### src/rtl/uart_frame_tx.sv
module uart_frame_tx #(
  parameter int DW   = 9,
  parameter int MAXF = DW + 4
) (
  input  logic          clk,
  input  logic          rst_n,
  input  logic          tick,
  input  logic [DW-1:0] tx_data,
  input  logic          tx_valid,
  output logic          tx_ready,
  input  logic [1:0]    len_sel,
  input  logic          nine_bit,
  input  logic          par_en,
  input  logic          even,
  input  logic          stick,
  input  logic          two_stop,
  input  logic          msb_first,
  input  logic          os8,
  output logic          txd,
  output logic          busy
);
  localparam int IW = $clog2(MAXF + 1);

  logic [MAXF-1:0] frame_q, frame_d;
  logic [IW-1:0]   nbits_q, nbits_d, idx_q;
  logic [3:0]      cnt_q;
  logic            os8_q;
  logic [3:0]      ndata;
  logic [DW-1:0]   ord;
  logic            pbit;

  assign tx_ready = !busy;
  assign txd      = busy ? frame_q[idx_q] : 1'b1;
  assign ndata    = nine_bit ? 4'd9 : 4'd5 + {2'b00, len_sel};

  always_comb begin
    ord = '0;
    for (int i = 0; i < DW; i++)
      if (i < int'(ndata))
        ord[i] = msb_first ? tx_data[int'(ndata) - 1 - i] : tx_data[i];
    pbit = stick ? !even : (even ? ^ord : ~^ord);
    frame_d = '1;
    frame_d[0] = 1'b0;
    for (int i = 0; i < DW; i++)
      if (i < int'(ndata)) frame_d[1 + i] = ord[i];
    if (par_en) frame_d[1 + int'(ndata)] = pbit;
    nbits_d = IW'(ndata) + IW'(2) + IW'(par_en) + IW'(two_stop);
  end

  always_ff @(posedge clk or negedge rst_n) begin
    if (!rst_n) begin
      busy    <= 1'b0;
      frame_q <= '1;
      nbits_q <= '0;
      idx_q   <= '0;
      cnt_q   <= '0;
      os8_q   <= 1'b0;
    end else if (!busy) begin
      if (tx_valid) begin
        busy    <= 1'b1;
        frame_q <= frame_d;
        nbits_q <= nbits_d;
        idx_q   <= '0;
        cnt_q   <= '0;
        os8_q   <= os8;
      end
    end else if (tick) begin
      if (cnt_q == (os8_q ? 4'd7 : 4'd15)) begin
        cnt_q <= '0;
        if (idx_q == nbits_q - IW'(1)) busy <= 1'b0;
        else idx_q <= idx_q + IW'(1);
      end else begin
        cnt_q <= cnt_q + 4'd1;
      end
    end
  end

  AST_IDLE_HIGH:  assert property (@(posedge clk) disable iff (!rst_n) !busy |-> txd);
  AST_ACCEPT:     assert property (@(posedge clk) disable iff (!rst_n) tx_valid && tx_ready |=> busy);
  AST_START_LOW:  assert property (@(posedge clk) disable iff (!rst_n) $rose(busy) |-> !txd);
  AST_NO_TICK:    assert property (@(posedge clk) disable iff (!rst_n) busy && !tick |=> busy && $stable(txd));
  AST_LAST_STOP:  assert property (@(posedge clk) disable iff (!rst_n) $fell(busy) |-> $past(txd));
endmodule

### config.mk
export PLATFORM = sky130hd
export DESIGN_NAME = uart_frame_tx
export DESIGN_NICKNAME = d
export VERILOG_FILES = /design/src/rtl/uart_frame_tx.sv
export SDC_FILE = /design/constraint.sdc
export NUM_CORES = 1
export LEC_CHECK = 0
export ABC_AREA = 1
export BUFFER_PORTS_ARGS = -buffer_cell sky130_fd_sc_hd__buf_2
export CAP_MARGIN = 20
export CELL_PAD_IN_SITES_DETAIL_PLACEMENT = 0
export CELL_PAD_IN_SITES_GLOBAL_PLACEMENT = 1
export CORE_MARGIN = 2
export CORE_UTILIZATION = 46
export CTS_BUF_LIST = sky130_fd_sc_hd__clkbuf_16
export CTS_CLUSTER_DIAMETER = 60
export CTS_CLUSTER_SIZE = 24
export DETAILED_ROUTE_END_ITERATION = 6
export PLACE_DENSITY = 0.86
export SLEW_MARGIN = 30
export SYNTH_ARGS = -nofsm -noshare
export SYNTH_HDL_FRONTEND = slang
export SYNTH_SLANG_ARGS = --single-unit
### constraint.sdc
create_clock -name clk -period 5.7 [get_ports clk]
set_clock_uncertainty 0.1 [all_clocks]
set_input_delay 0 -clock clk [delete_from_list [all_inputs] [get_ports clk]]
set_output_delay 0 -clock clk [all_outputs]
set_load 0.03 [all_outputs]
==> out/qor.log, run 1 <==
[cts] clock root buffer clkbuf_16
[logic_synthesis] Synth cell types 42
[setup_path] family with the most delay on the worst path simple AND/OR/NAND/NOR gates
[detailed_routing] DRC violation count after routing 0
[floorplanning] die width 80.8 um
[setup_path] CP Launch Point len_sel[0]
[setup_path] WP depth 25
[logic_synthesis] number of warnings printed during yosys synthesis 0
[setup_path] Crit Path Max Fanout 12
[place] cell total after placement 502
[cts] H-tree levels 1
[detailed_routing] total number of vias 2,638
[finish] diode count 0
[floorplanning] DIE AREA 6530 sq um
[place] number of port buffers 24
[power_and_ir_drop] Power Density 318 nW/um^2
[finish] core utilization of the finished layout 52.7%
[timing] minimum period implied by the final worst setup slack 3.06 ns
[detailed_routing] final wirelength 6610 um
[logic_synthesis] number of storage elements in the synthesis netlist 27
[finish] Area growth syn-to-layout 8.85%
[logic_synthesis] Seq/Total Area, Yosys 25.5%
[finish] most common library cell in the layout ignoring fill and taps nand2_1
[cts] CTS sink cnt 27
[cts] post-CTS setup buffers 0
[setup_path] Setup Crit Path Kind in -> reg
[timing] post-route worst setup slack 2.64 ns
[timing] pin slew with the least headroom to its limit 0.751 ns
[cts] number of buffers added by the clock tree synthesis step 3
[place] Detail Placement HPWL 5310 um
[global_route] global-route congestion overflow total 0
[finish] nets 470
[detailed_routing] number of design-rule violations left by the first detailed-router iteration 179
[detailed_routing] count of TritonRoute iterations in the first routing pass 5
[detailed_routing] post-detailed-route via-to-cell ratio 5.15
[min_path] path type of the worst min-delay path in -> reg
[cts] buffer levels on the longest clock path 2
[floorplanning] Cell Rows 27
[setup_path] number of buffers and inverters on the critical path 3
[timing] final count of hold timing violations 0
[detailed_routing] Post-DRT Antenna Nets 0
[finish] FF/Latch Area 692 sq um
[finish] total of fill cells in the finished design 582
[finish] proportion of layout cells with a drive suffix above 1 18.9%
[job] maxcap violations 0
[floorplanning] effective utilization at floorplan 48.4%
[global_route] combined global-route utilization of all metal layers 21.9%
[logic_synthesis] Avg Synthesized Cell Area 6.50 sq um
[setup_path] category of the worst setup path launch point input pin
[global_route] met2 track demand over resource in global routing 40.7%
[timing] worst max-slew margin expressed relative to the limit 49.8%
[timing] Fmax 0.327 GHz
[detailed_routing] routed wire length per instance 12.9 um
[finish] non-filler cells, final 512
[logic_synthesis] number of instances in the synthesized netlist 418
[cts] Clk pin slew, worst setup/hold paths 0.07 ns
[cts] clock tree from TritonCTS built
[setup_path] crit path DAT 3.15 ns
[global_route] met3 track demand over resource in global routing 1.11%
[timing] unrepaired setup endpoints after global routing false
[global_route] via count of the first global-routing pass 2,522
[setup_path] Slowest-stage cell, CP ha_1
[cts] PostCTS Resize Cnt 0
[setup_path] crit end category flop
[logic_synthesis] net count after synthesis 447
[setup_path] capture instance of the worst register-to-register path idx_q[2]
[setup_path] required time reported for the critical path endpoint 5.79 ns
[finish] total area of multi-input combinational cells 1700 sq um
[setup_path] highest cell delay on the worst timing path 0.43 ns
[global_route] antenna violations before repair 0
[global_route] layer with the highest usage met2
[setup_path] setup slack of the most critical reg-to-reg path 3.22 ns
[cts] hold-fix buffers at CTS 6
[setup_path] FF-to-FF Start busy
[timing] final slew viol count 0
[timing] accumulated negative setup slack 0 ns
[power_and_ir_drop] maximum resistive drop on vdd 0.248 mV
[finish] most frequent cells in the layout 128 x nand2_1, 53 x nand3_1, 46 x inv_1, 41 x nor2_1, 25 x o21ai_0
[logic_synthesis] netlist area before placement 2720 sq um
[run_status] status finished, final reports clean
[floorplanning] DIE HEIGHT 80.8 um
[setup_path] depth of the worst register-to-register path 10
[global_route] met1 demand-to-capacity share in global routing 26.1%
[timing] fin crit share 53.7%
[place] gpl congestion 0.961
[global_route] global-route wire length before repair 11,300 um
[cts] worst skew pair latency 0.26 ns
[place] worst slack at placement 2.39 ns
[timing] setup violators final 0
[setup_path] worst setup path endpoint frame_q[6]
[floorplanning] CORE AREA 5610 sq um
[power_and_ir_drop] Leakage 1.53 nW
[global_route] pin count of the biggest net entering global routing 28
[setup_path] cell mode on critical path nand2_1
[floorplanning] top-level port count 25
## synth_stat cells (all sizes together)
library cell	number	area share, %
buf	6	2.6
nand3b	2	0.55
clkinv	1	0.14
fa	1	0.74
o31ai	1	0.28
nand4	2	0.46
o221ai	1	0.32
or2	2	0.46
nand2	143	23
o21bai	1	0.28
o21ai	26	4.8
inv	53	7.7
clkbuf	6	1.6
o22ai	1	0.23
ha	6	2.8
nor3	4	0.74
xor2	5	1.6
dfstp	13	13
dfrtp	14	13
a31oi	2	0.46
nor3b	1	0.28
nor2	46	7.7
o311ai	1	0.32
xnor2	5	1.6
a21oi	15	3.6
nand3	60	13
## registers in the layout, summed over array words and instances (netlist names)
name     cells
busy         1
frame_q     13
nbits_q      4
cnt_q        4
idx_q        4
os8_q        1
## metrics by stage
stage               power, W  hold slack (ns)  instance area [sq um]
detailed placement  0.000785          -0.0710                   2810
global route         0.00103           0.0689                   2960
global placement    0.000775          -0.0719                   2810
CTS                 0.000947           0.0492                   2960
floorplan           0.000691           -0.396                   2720
finish              0.000939           0.0463                   2960
## kinds of logic after synthesis
family | Yosys count | share of synthesized area, %
buf+inv | 66 | 12.0
xor+xnor | 10 | 3.23
fa+ha+maj | 7 | 3.50
compound gates | 48 | 10.3
flops | 27 | 25.5
simple gates | 260 | 45.5
## worst min-delay path: cells and delay by family
kind | cells | cell delay, ns
buf+inv | 2 | 0.11
compound gates | 1 | 0.06
simple gates | 3 | 0.23
## routing by layer
metal  share of wire, %  routed length, um
met4                3.1                206
met5                  0                  0
met2                 49               3210
met1                 45               2960
met3                3.5                233
## cell type report
type | count | area share, %
Clock buffer | 3 | 2.54
Clock inverter | 1 | 0.254
Inverter | 54 | 7.20
Multi-Input combinational cell | 325 | 57.5
Sequential cell | 27 | 23.4
Tap cell | 72 | 3.05
Timing Repair Buffer | 30 | 6.10
## where the power goes
group,switching [W],internal (W)
combinational,0.000254,0.000172
clock,0.0000622,0.0000952
sequential,0.0000652,0.000290
## worst min-delay path by stage
stage                        endpoint  slack (ns)  cells after the start   from
after floorplan                  busy       -0.40                      0  rst_n
after global placement       cnt_q[0]       -0.07                      1  rst_n
after detailed placement     cnt_q[0]       -0.07                      1  rst_n
after CTS                 frame_q[11]        0.05                      6  stick
after global routing      frame_q[10]        0.07                      6  stick
final                     frame_q[11]        0.05                      6  stick
Power figures use the tool's default switching activity.
==> run 2: changes to the inputs <==
--- a/config.mk
+++ b/config.mk
@@ -5,18 +5,18 @@
 export SDC_FILE = /design/constraint.sdc
 export NUM_CORES = 1
 export LEC_CHECK = 0
-export ABC_AREA = 1
+export ABC_AREA = 0
 export BUFFER_PORTS_ARGS = -buffer_cell sky130_fd_sc_hd__buf_2
 export CAP_MARGIN = 20
 export CELL_PAD_IN_SITES_DETAIL_PLACEMENT = 0
 export CELL_PAD_IN_SITES_GLOBAL_PLACEMENT = 1
 export CORE_MARGIN = 2
-export CORE_UTILIZATION = 46
+export CORE_UTILIZATION = 41
 export CTS_BUF_LIST = sky130_fd_sc_hd__clkbuf_16
 export CTS_CLUSTER_DIAMETER = 60
 export CTS_CLUSTER_SIZE = 24
 export DETAILED_ROUTE_END_ITERATION = 6
-export PLACE_DENSITY = 0.86
+export PLACE_DENSITY = 0.77
 export SLEW_MARGIN = 30
 export SYNTH_ARGS = -nofsm -noshare
 export SYNTH_HDL_FRONTEND = slang
==> constraint.sdc (replaced) <==
create_clock -name clk -period 2.71 [get_ports clk]
set_clock_uncertainty 0.1 [all_clocks]
set_input_delay 0 -clock clk [delete_from_list [all_inputs] [get_ports clk]]
set_output_delay 0 -clock clk [all_outputs]
set_load 0.03 [all_outputs]
==> out/qor.log, run 2 <==
[run_status] status finished with violations
[run_status] violated checks negative setup slack
[global_route] via count of the first global-routing pass 2,570
[power_and_ir_drop] clock power share 17.0%
[global_route] pin count of the biggest net entering global routing 28
[global_route] global-route wire length before repair 12,400 um
[detailed_routing] total number of vias 2,716
[logic_synthesis] synthesized-area fraction occupied by xor and xnor cells 5.99%
[min_path] path type of the worst min-delay path in -> reg
[place] gpl congestion 0.952
[setup_path] Crit Path Max Fanout 6
[detailed_routing] DRC violation count after routing 0
[logic_synthesis] EDFF count, synth 0
[timing] worst max-slew margin expressed relative to the limit 60.5%
[power_and_ir_drop] power dissipated by switching net loads 0.000718 W
[floorplanning] top-level port count 25
[cts] worst skew pair latency 0.26 ns
[floorplanning] die width 83.2 um
[finish] most frequent cells in the layout 69 x buf_4, 35 x nand2_1, 25 x nor2_1, 22 x buf_2, 21 x o21ai_0
[logic_synthesis] post-synthesis share of cell area spent on and, or, nand and nor gates 21.1%
[timing] unrepaired setup endpoints after global routing true
[cts] buffer levels on the longest clock path 2
[timing] final slew viol count 0
[setup_path] FF-to-FF Start nbits_q[0]
[place] cell total after placement 456
[place] Detail Placement HPWL 5830 um
[timing] setup violators final 8
[setup_path] Setup Crit Path Kind in -> reg
[logic_synthesis] ys async rst share 100%
[floorplanning] Cell Rows 28
[logic_synthesis] Synth cell types 60
[logic_synthesis] number of storage elements in the synthesis netlist 27
[logic_synthesis] net count after synthesis 346
[finish] Area growth syn-to-layout 38.5%
[timing] final count of hold timing violations 0
[logic_synthesis] number of instances in the synthesized netlist 317
[detailed_routing] count of TritonRoute iterations in the first routing pass 5
[finish] nets 429
[detailed_routing] final wirelength 7640 um
[logic_synthesis] netlist area before placement 2570 sq um
[finish] register name with the most flops frame_q
[logic_synthesis] main area contributors after synthesis dfrtp_1 14%, dfstp_2 13%, mux2i_1 7.4%, nand2_1 5.3%, mux4_2 4.4%
[logic_synthesis] multiplexer area fraction after synthesis 12.7%
[timing] fin crit share 108%
[setup_path] crit path DAT 3.00 ns
[global_route] combined global-route utilization of all metal layers 21.8%
[place] worst slack at placement -0.575 ns
[logic_synthesis] fraction of the mapped netlist area in compound gates 22.2%
[setup_path] category of the worst setup path launch point input pin
[timing] minimum period implied by the final worst setup slack 2.92 ns
[floorplanning] effective utilization at floorplan 42.9%
[finish] total of fill cells in the finished design 535
[cts] Clk pin slew, worst setup/hold paths 0.07 ns
[min_path] hold path depth 4
[timing] pin slew with the least headroom to its limit 0.592 ns
[finish] core utilization of the finished layout 59.4%
[setup_path] CP Launch Point len_sel[0]
[place] post-placement cell area 3260 sq um
[detailed_routing] number of design-rule violations left by the first detailed-router iteration 118
[finish] most common library cell in the layout ignoring fill and taps buf_4
[min_path] HP Start two_stop
[timing] Fmax 0.343 GHz
[cts] clock tree from TritonCTS built
[cts] clock root buffer clkbuf_16
[logic_synthesis] largest area contributor in the synthesized netlist dfrtp_1
[setup_path] crit end category flop
[cts] H-tree levels 1
[logic_synthesis] Avg Synthesized Cell Area 8.11 sq um
[cts] number of buffers added by the clock tree synthesis step 3
[floorplanning] DIE AREA 6920 sq um
[setup_path] depth of the worst register-to-register path 7
[power_and_ir_drop] total internal power 0.00130 W
[power_and_ir_drop] sw frac 35.5%
[timing] post-route worst setup slack -0.210 ns
[place] number of port buffers 24
[detailed_routing] Post-DRT Antenna Nets 0
[logic_synthesis] number of warnings printed during yosys synthesis 0
[logic_synthesis] ranking of synthesized cells by instance count 36 x nand2_1, 28 x nor2_1, 22 x a21oi_1, 22 x o21ai_0, 19 x mux2i_1
[logic_synthesis] Most used DFF post-synth dfrtp_1
[global_route] antenna violations before repair 0
[finish] diode count 0
[global_route] global-route congestion overflow total 0
[power_and_ir_drop] Leakage 1.56 nW
[timing] accumulated negative setup slack -1.11 ns
[floorplanning] DIE HEIGHT 83.2 um
[finish] non-filler cells, final 474
[setup_path] required time reported for the critical path endpoint 2.79 ns
[finish] final standard cell area without fillers 3560 sq um
[detailed_routing] routed wire length per instance 16.1 um
[logic_synthesis] most common cell in the netlist nand2_1
[power_and_ir_drop] maximum resistive drop on vdd 0.435 mV
[power_and_ir_drop] Comb pwr share 49.4%
[logic_synthesis] Yosys top cell area share 13.6%
[job] maxcap violations 0
[power_and_ir_drop] Power Density 567 nW/um^2
[floorplanning] CORE AREA 5990 sq um
[finish] proportion of layout cells with a drive suffix above 1 39.3%
[cts] CTS sink cnt 27
[detailed_routing] post-detailed-route via-to-cell ratio 5.73
[power_and_ir_drop] share of power burned in registers 33.7%
[logic_synthesis] arithmetic-cell share of the synthesized area counting full adders, half adders and majority gates 3.70%
[logic_synthesis] Seq/Total Area, Yosys 26.9%
[finish] Largest register FFs 13
[logic_synthesis] combinational family with the most area after synthesis compound AO/OA/AOI/OAI gates
## run 2: changes by cell type after synthesis, moves of 5 or more
cell	before	now
nand2_1	128	36
nor2_1	41	28
buf_2	1	6
xnor2_1	5	12
a31oi_1	2	9
nand2b_1	0	7
nand3_1	53	12
a21oi_1	9	22
mux4_2	0	5
nand2_2	10	0
inv_1	46	14
clkbuf_1	4	13
nand3_2	6	0
mux2i_1	0	19
## run 2: routing by layer
layer  global-route usage (%)  vias to the layer above  routed length (um)
met5                        0                        -                   0
met4                     7.00                        0                 178
met3                     1.79                       17                 371
met2                     37.0                       91                3670
met1                     29.5                     1291                3420
li1                         -                     1317                   -
## run 2: repair_timing
| item | in CTS | in global routing |
|---|---|---|
| hold endpoints to repair | 22 | 0 |
| pin swaps | 6 | 14 |
| setup buffers | 3 | 5 |
| resized for setup | 9 | 13 |
| hold buffers | 6 | 0 |
| endpoints found under the setup margin | 8 | 8 |
## run 2: path summary, 6_finish.rpt
path,slack [ns],end
setup / recovery,-0.21,frame_q[7]
hold / removal,0.06,nbits_q[0]
setup reg to reg,0.37,busy
hold reg to reg,0.36,frame_q[1]
max in group asynchronous,1.94,nbits_q[2]
min in group asynchronous,0.18,busy
## run 2: critical path: stages
cell      delay, ns
buf_8          0.10
ha_4           0.25
nor2_4         0.09
inv_2          0.05
ha_4           0.26
buf_6          0.13
nand2b_4       0.07
o21a_1         0.15
o22ai_2        0.08
a22oi_2        0.18
xor2_1         0.19
xnor2_1        0.15
xnor2_1        0.15
xnor3_1        0.43
buf_4          0.15
o21ai_2        0.12
buf_6          0.15
a21oi_2        0.06
o31ai_1        0.23
## run 2: power groups by stage
stage                     Sequential (W)  Clock, W  Combinational (W)
after detailed placement        0.000687         0           0.000927
after CTS                       0.000680  0.000352           0.000964
after global placement          0.000681         0           0.000907
final                           0.000680  0.000342           0.000997
after floorplan                 0.000639         0           0.000682
after global routing            0.000696  0.000373            0.00111
## run 2: logic make-up (layout without fill, tap and decap cells)
group / after synthesis / in the layout
xor gates and xnor gates: 16 / 16
DFF: 27 / 27
and+or+nand+nor: 113 / 113
adders and majority gates: 7 / 7
muxes: 26 / 26
AOI/OAI and AO/OA: 87 / 87
buffers and inverters: 41 / 123
## run 2: cell type report
cell class,count,area [sq um],share of cell area [%]
clock buffers,3,75.1,2.11
clock inverters,1,6.26,0.176
inverters,17,73.8,2.07
multi-input cells,249,1870,52.6
flip-flops and latches,27,692,19.4
well taps,75,93.8,2.64
repair buffers,102,748,21.0
## run 2: per-stage QoR
step / hold WS (ns) / total power, W
4_1_cts: 0.0546 / 0.00200
3_5_place_dp: -0.0566 / 0.00161
6_report: 0.0598 / 0.00202
5_1_grt: 0.0844 / 0.00218
3_3_place_gp: -0.0605 / 0.00159
2_1_floorplan: -0.396 / 0.00132
==> run 3: changes to the inputs <==
--- a/config.mk
+++ b/config.mk
@@ -6,11 +6,11 @@
 export NUM_CORES = 1
 export LEC_CHECK = 0
 export ABC_AREA = 0
-export BUFFER_PORTS_ARGS = -buffer_cell sky130_fd_sc_hd__buf_2
+export BUFFER_PORTS_ARGS = -buffer_cell sky130_fd_sc_hd__clkbuf_2
 export CAP_MARGIN = 20
 export CELL_PAD_IN_SITES_DETAIL_PLACEMENT = 0
 export CELL_PAD_IN_SITES_GLOBAL_PLACEMENT = 1
-export CORE_MARGIN = 2
+export CORE_MARGIN = 3
 export CORE_UTILIZATION = 41
 export CTS_BUF_LIST = sky130_fd_sc_hd__clkbuf_16
 export CTS_CLUSTER_DIAMETER = 60
==> out/qor.log, run 3 (same netlist as run 2, synthesis figures left out) <==
[finish] most common library cell in the layout ignoring fill and taps buf_4
[finish] Area growth syn-to-layout 34.4%
[place] post-placement cell area 3230 sq um
[finish] proportion of layout cells with a drive suffix above 1 37.6%
[global_route] pin count of the biggest net entering global routing 28
[finish] most frequent cells in the layout 64 x buf_4, 35 x nand2_1, 26 x nor2_1, 22 x clkbuf_2, 20 x o21ai_0
[setup_path] crit path cell chain buf_8 > ha_4 > buf_4 > nand2b_1 > a21o_1 > buf_4 > buf_4 > o22ai_1 > a22oi_2 > xor2_1 > xnor2_1 > xnor2_1 > xnor3_1 > or3_4 > a21oi_2 > o31ai_2
[timing] worst max-slew margin expressed relative to the limit 55.8%
[floorplanning] DIE AREA 7260 sq um
[run_status] status finished with violations
[timing] accumulated negative setup slack -1.47 ns
[setup_path] required time reported for the critical path endpoint 2.80 ns
[cts] worst skew pair latency 0.26 ns
[timing] unrepaired setup endpoints after global routing true
[finish] final standard cell area without fillers 3460 sq um
[global_route] global-route wire length before repair 12,800 um
[timing] final count of hold timing violations 0
[power_and_ir_drop] Power Density 579 nW/um^2
[timing] hold slack final 0.00957 ns
[finish] nets 421
[setup_path] cell mode on critical path buf_4
[setup_path] category of the worst setup path launch point input pin
[min_path] path type of the worst min-delay path in -> reg
[setup_path] depth of the worst register-to-register path 7
[global_route] global-route congestion overflow total 0
[job] maxcap violations 0
[timing] fin crit share 108%
[setup_path] capture instance of the worst register-to-register path idx_q[0]
[cts] buffer levels on the longest clock path 2
[detailed_routing] post-detailed-route via-to-cell ratio 5.70
[setup_path] Crit Path Max Fanout 11
[floorplanning] CORE AREA 5990 sq um
[setup_path] crit path DAT 3.01 ns
[floorplanning] effective utilization at floorplan 42.9%
[setup_path] highest cell delay on the worst timing path 0.46 ns
[setup_path] CP Launch Point len_sel[0]
[timing] final slew viol count 0
[detailed_routing] final wirelength 7590 um
[timing] post-route worst setup slack -0.210 ns
[timing] minimum period implied by the final worst setup slack 2.92 ns
[setup_path] worst setup path endpoint frame_q[6]
[finish] register name with the most flops frame_q
[setup_path] crit end category flop
[setup_path] FF-to-FF Start nbits_q[0]
[cts] clock tree from TritonCTS built
[timing] setup violators final 8
[cts] H-tree levels 1
[floorplanning] Cell Rows 28
[place] gpl congestion 0.888
[cts] clock root buffer clkbuf_16
[detailed_routing] routed wire length per instance 16.3 um
[run_status] violated checks negative setup slack
[detailed_routing] Post-DRT Antenna Nets 0
[detailed_routing] number of design-rule violations left by the first detailed-router iteration 129
[power_and_ir_drop] Leakage 1.51 nW
[floorplanning] die width 85.2 um
[setup_path] setup slack of the most critical reg-to-reg path 0.39 ns
[detailed_routing] total number of vias 2,657
[setup_path] Slowest-stage cell, CP or3_4
[cts] number of buffers added by the clock tree synthesis step 3
[timing] Fmax 0.342 GHz
[cts] CTS sink cnt 27
[detailed_routing] DRC violation count after routing 0
[cts] Clk pin slew, worst setup/hold paths 0.07 ns
[finish] Largest register FFs 13
[global_route] antenna violations before repair 0
[power_and_ir_drop] total power consumption of the routed design 0.00200 W
[place] number of port buffers 24
[finish] core utilization of the finished layout 57.7%
[global_route] combined global-route utilization of all metal layers 21.6%
[finish] diode count 0
[power_and_ir_drop] maximum resistive drop on vdd 0.392 mV
[global_route] via count of the first global-routing pass 2,616
[place] Detail Placement HPWL 5810 um
[floorplanning] top-level port count 25
[timing] pin slew with the least headroom to its limit 0.663 ns
[floorplanning] DIE HEIGHT 85.2 um
[setup_path] Setup Crit Path Kind in -> reg
[detailed_routing] count of TritonRoute iterations in the first routing pass 5
-- run 3: cell types whose count changed in the layout (fill, tap and decap cells not counted), moves of 2 or more --
cell           before  now
buf_2              22    0
clkbuf_2            0   22
buf_4              69   64
dlygate4sd3_1       6    4
nand2b_1            4    6
nand2b_4            2    0
nor2_2              2    0
-- run 3: how the worst min path moves through the flow --
stage,to,slack [ns],startpoint,depth (start not counted)
3_5_place_dp,cnt_q[2],-0.03,rst_n,1
4_1_cts,busy,0.005,tx_valid,3
3_3_place_gp,cnt_q[2],-0.03,rst_n,1
6_report,cnt_q[3],0.01,tx_valid,4
5_1_grt,busy,0.03,tx_valid,3
2_1_floorplan,busy,-0.40,rst_n,0
-- run 3: final cells by class --
cell class	count	area (sq um)
Multi-Input combinational cell	249	1840
Clock inverter	1	6.26
Timing Repair Buffer	94	679
Clock buffer	3	75.1
Inverter	17	73.8
Tap cell	75	93.8
Sequential cell	27	692
Fill cell	555	2530
-- run 3: repair_timing --
action / CTS / global route
hold endpoints to repair: 20 / 0
setup buffers: 2 / 4
cloned: 0 / 0
pin swaps: 0 / 2
endpoints found under the setup margin: 8 / 8
hold buffers: 4 / 0
gates resized for setup: 4 / 14
-- run 3: worst max-delay path, delay by kind of cell --
family	cells	cell delay (ns)
xor+xnor	4	0.77
compound gates	5	0.78
buf+inv	4	0.55
simple gates	2	0.65
fa+ha+maj	1	0.25
-- run 3: per-layer routing --
metal  up-vias  global-route usage, %  part of all wire (%)
li1       1294                      -                     -
met1      1262                   29.3                    44
met2        85                   36.7                    49
met3        16                   1.94                   4.8
met4         0                   6.33                   2.2
met5         -                      0                     0
-- run 3: stage by stage --
stage               instances  setup slack (ns)
floorplan                 317            -0.557
global placement          452            -0.537
detailed placement        452            -0.576
CTS                       462            -0.221
global route              466            -0.362
finish                    466            -0.210
-- run 3: where the power goes --
part	total, W	switching, W	internal (W)
Clock	0.000343	0.000142	0.000201
Combinational	0.000977	0.000464	0.000512
Sequential	0.000679	0.000112	0.000568
Total	0.00200	0.000718	0.00128
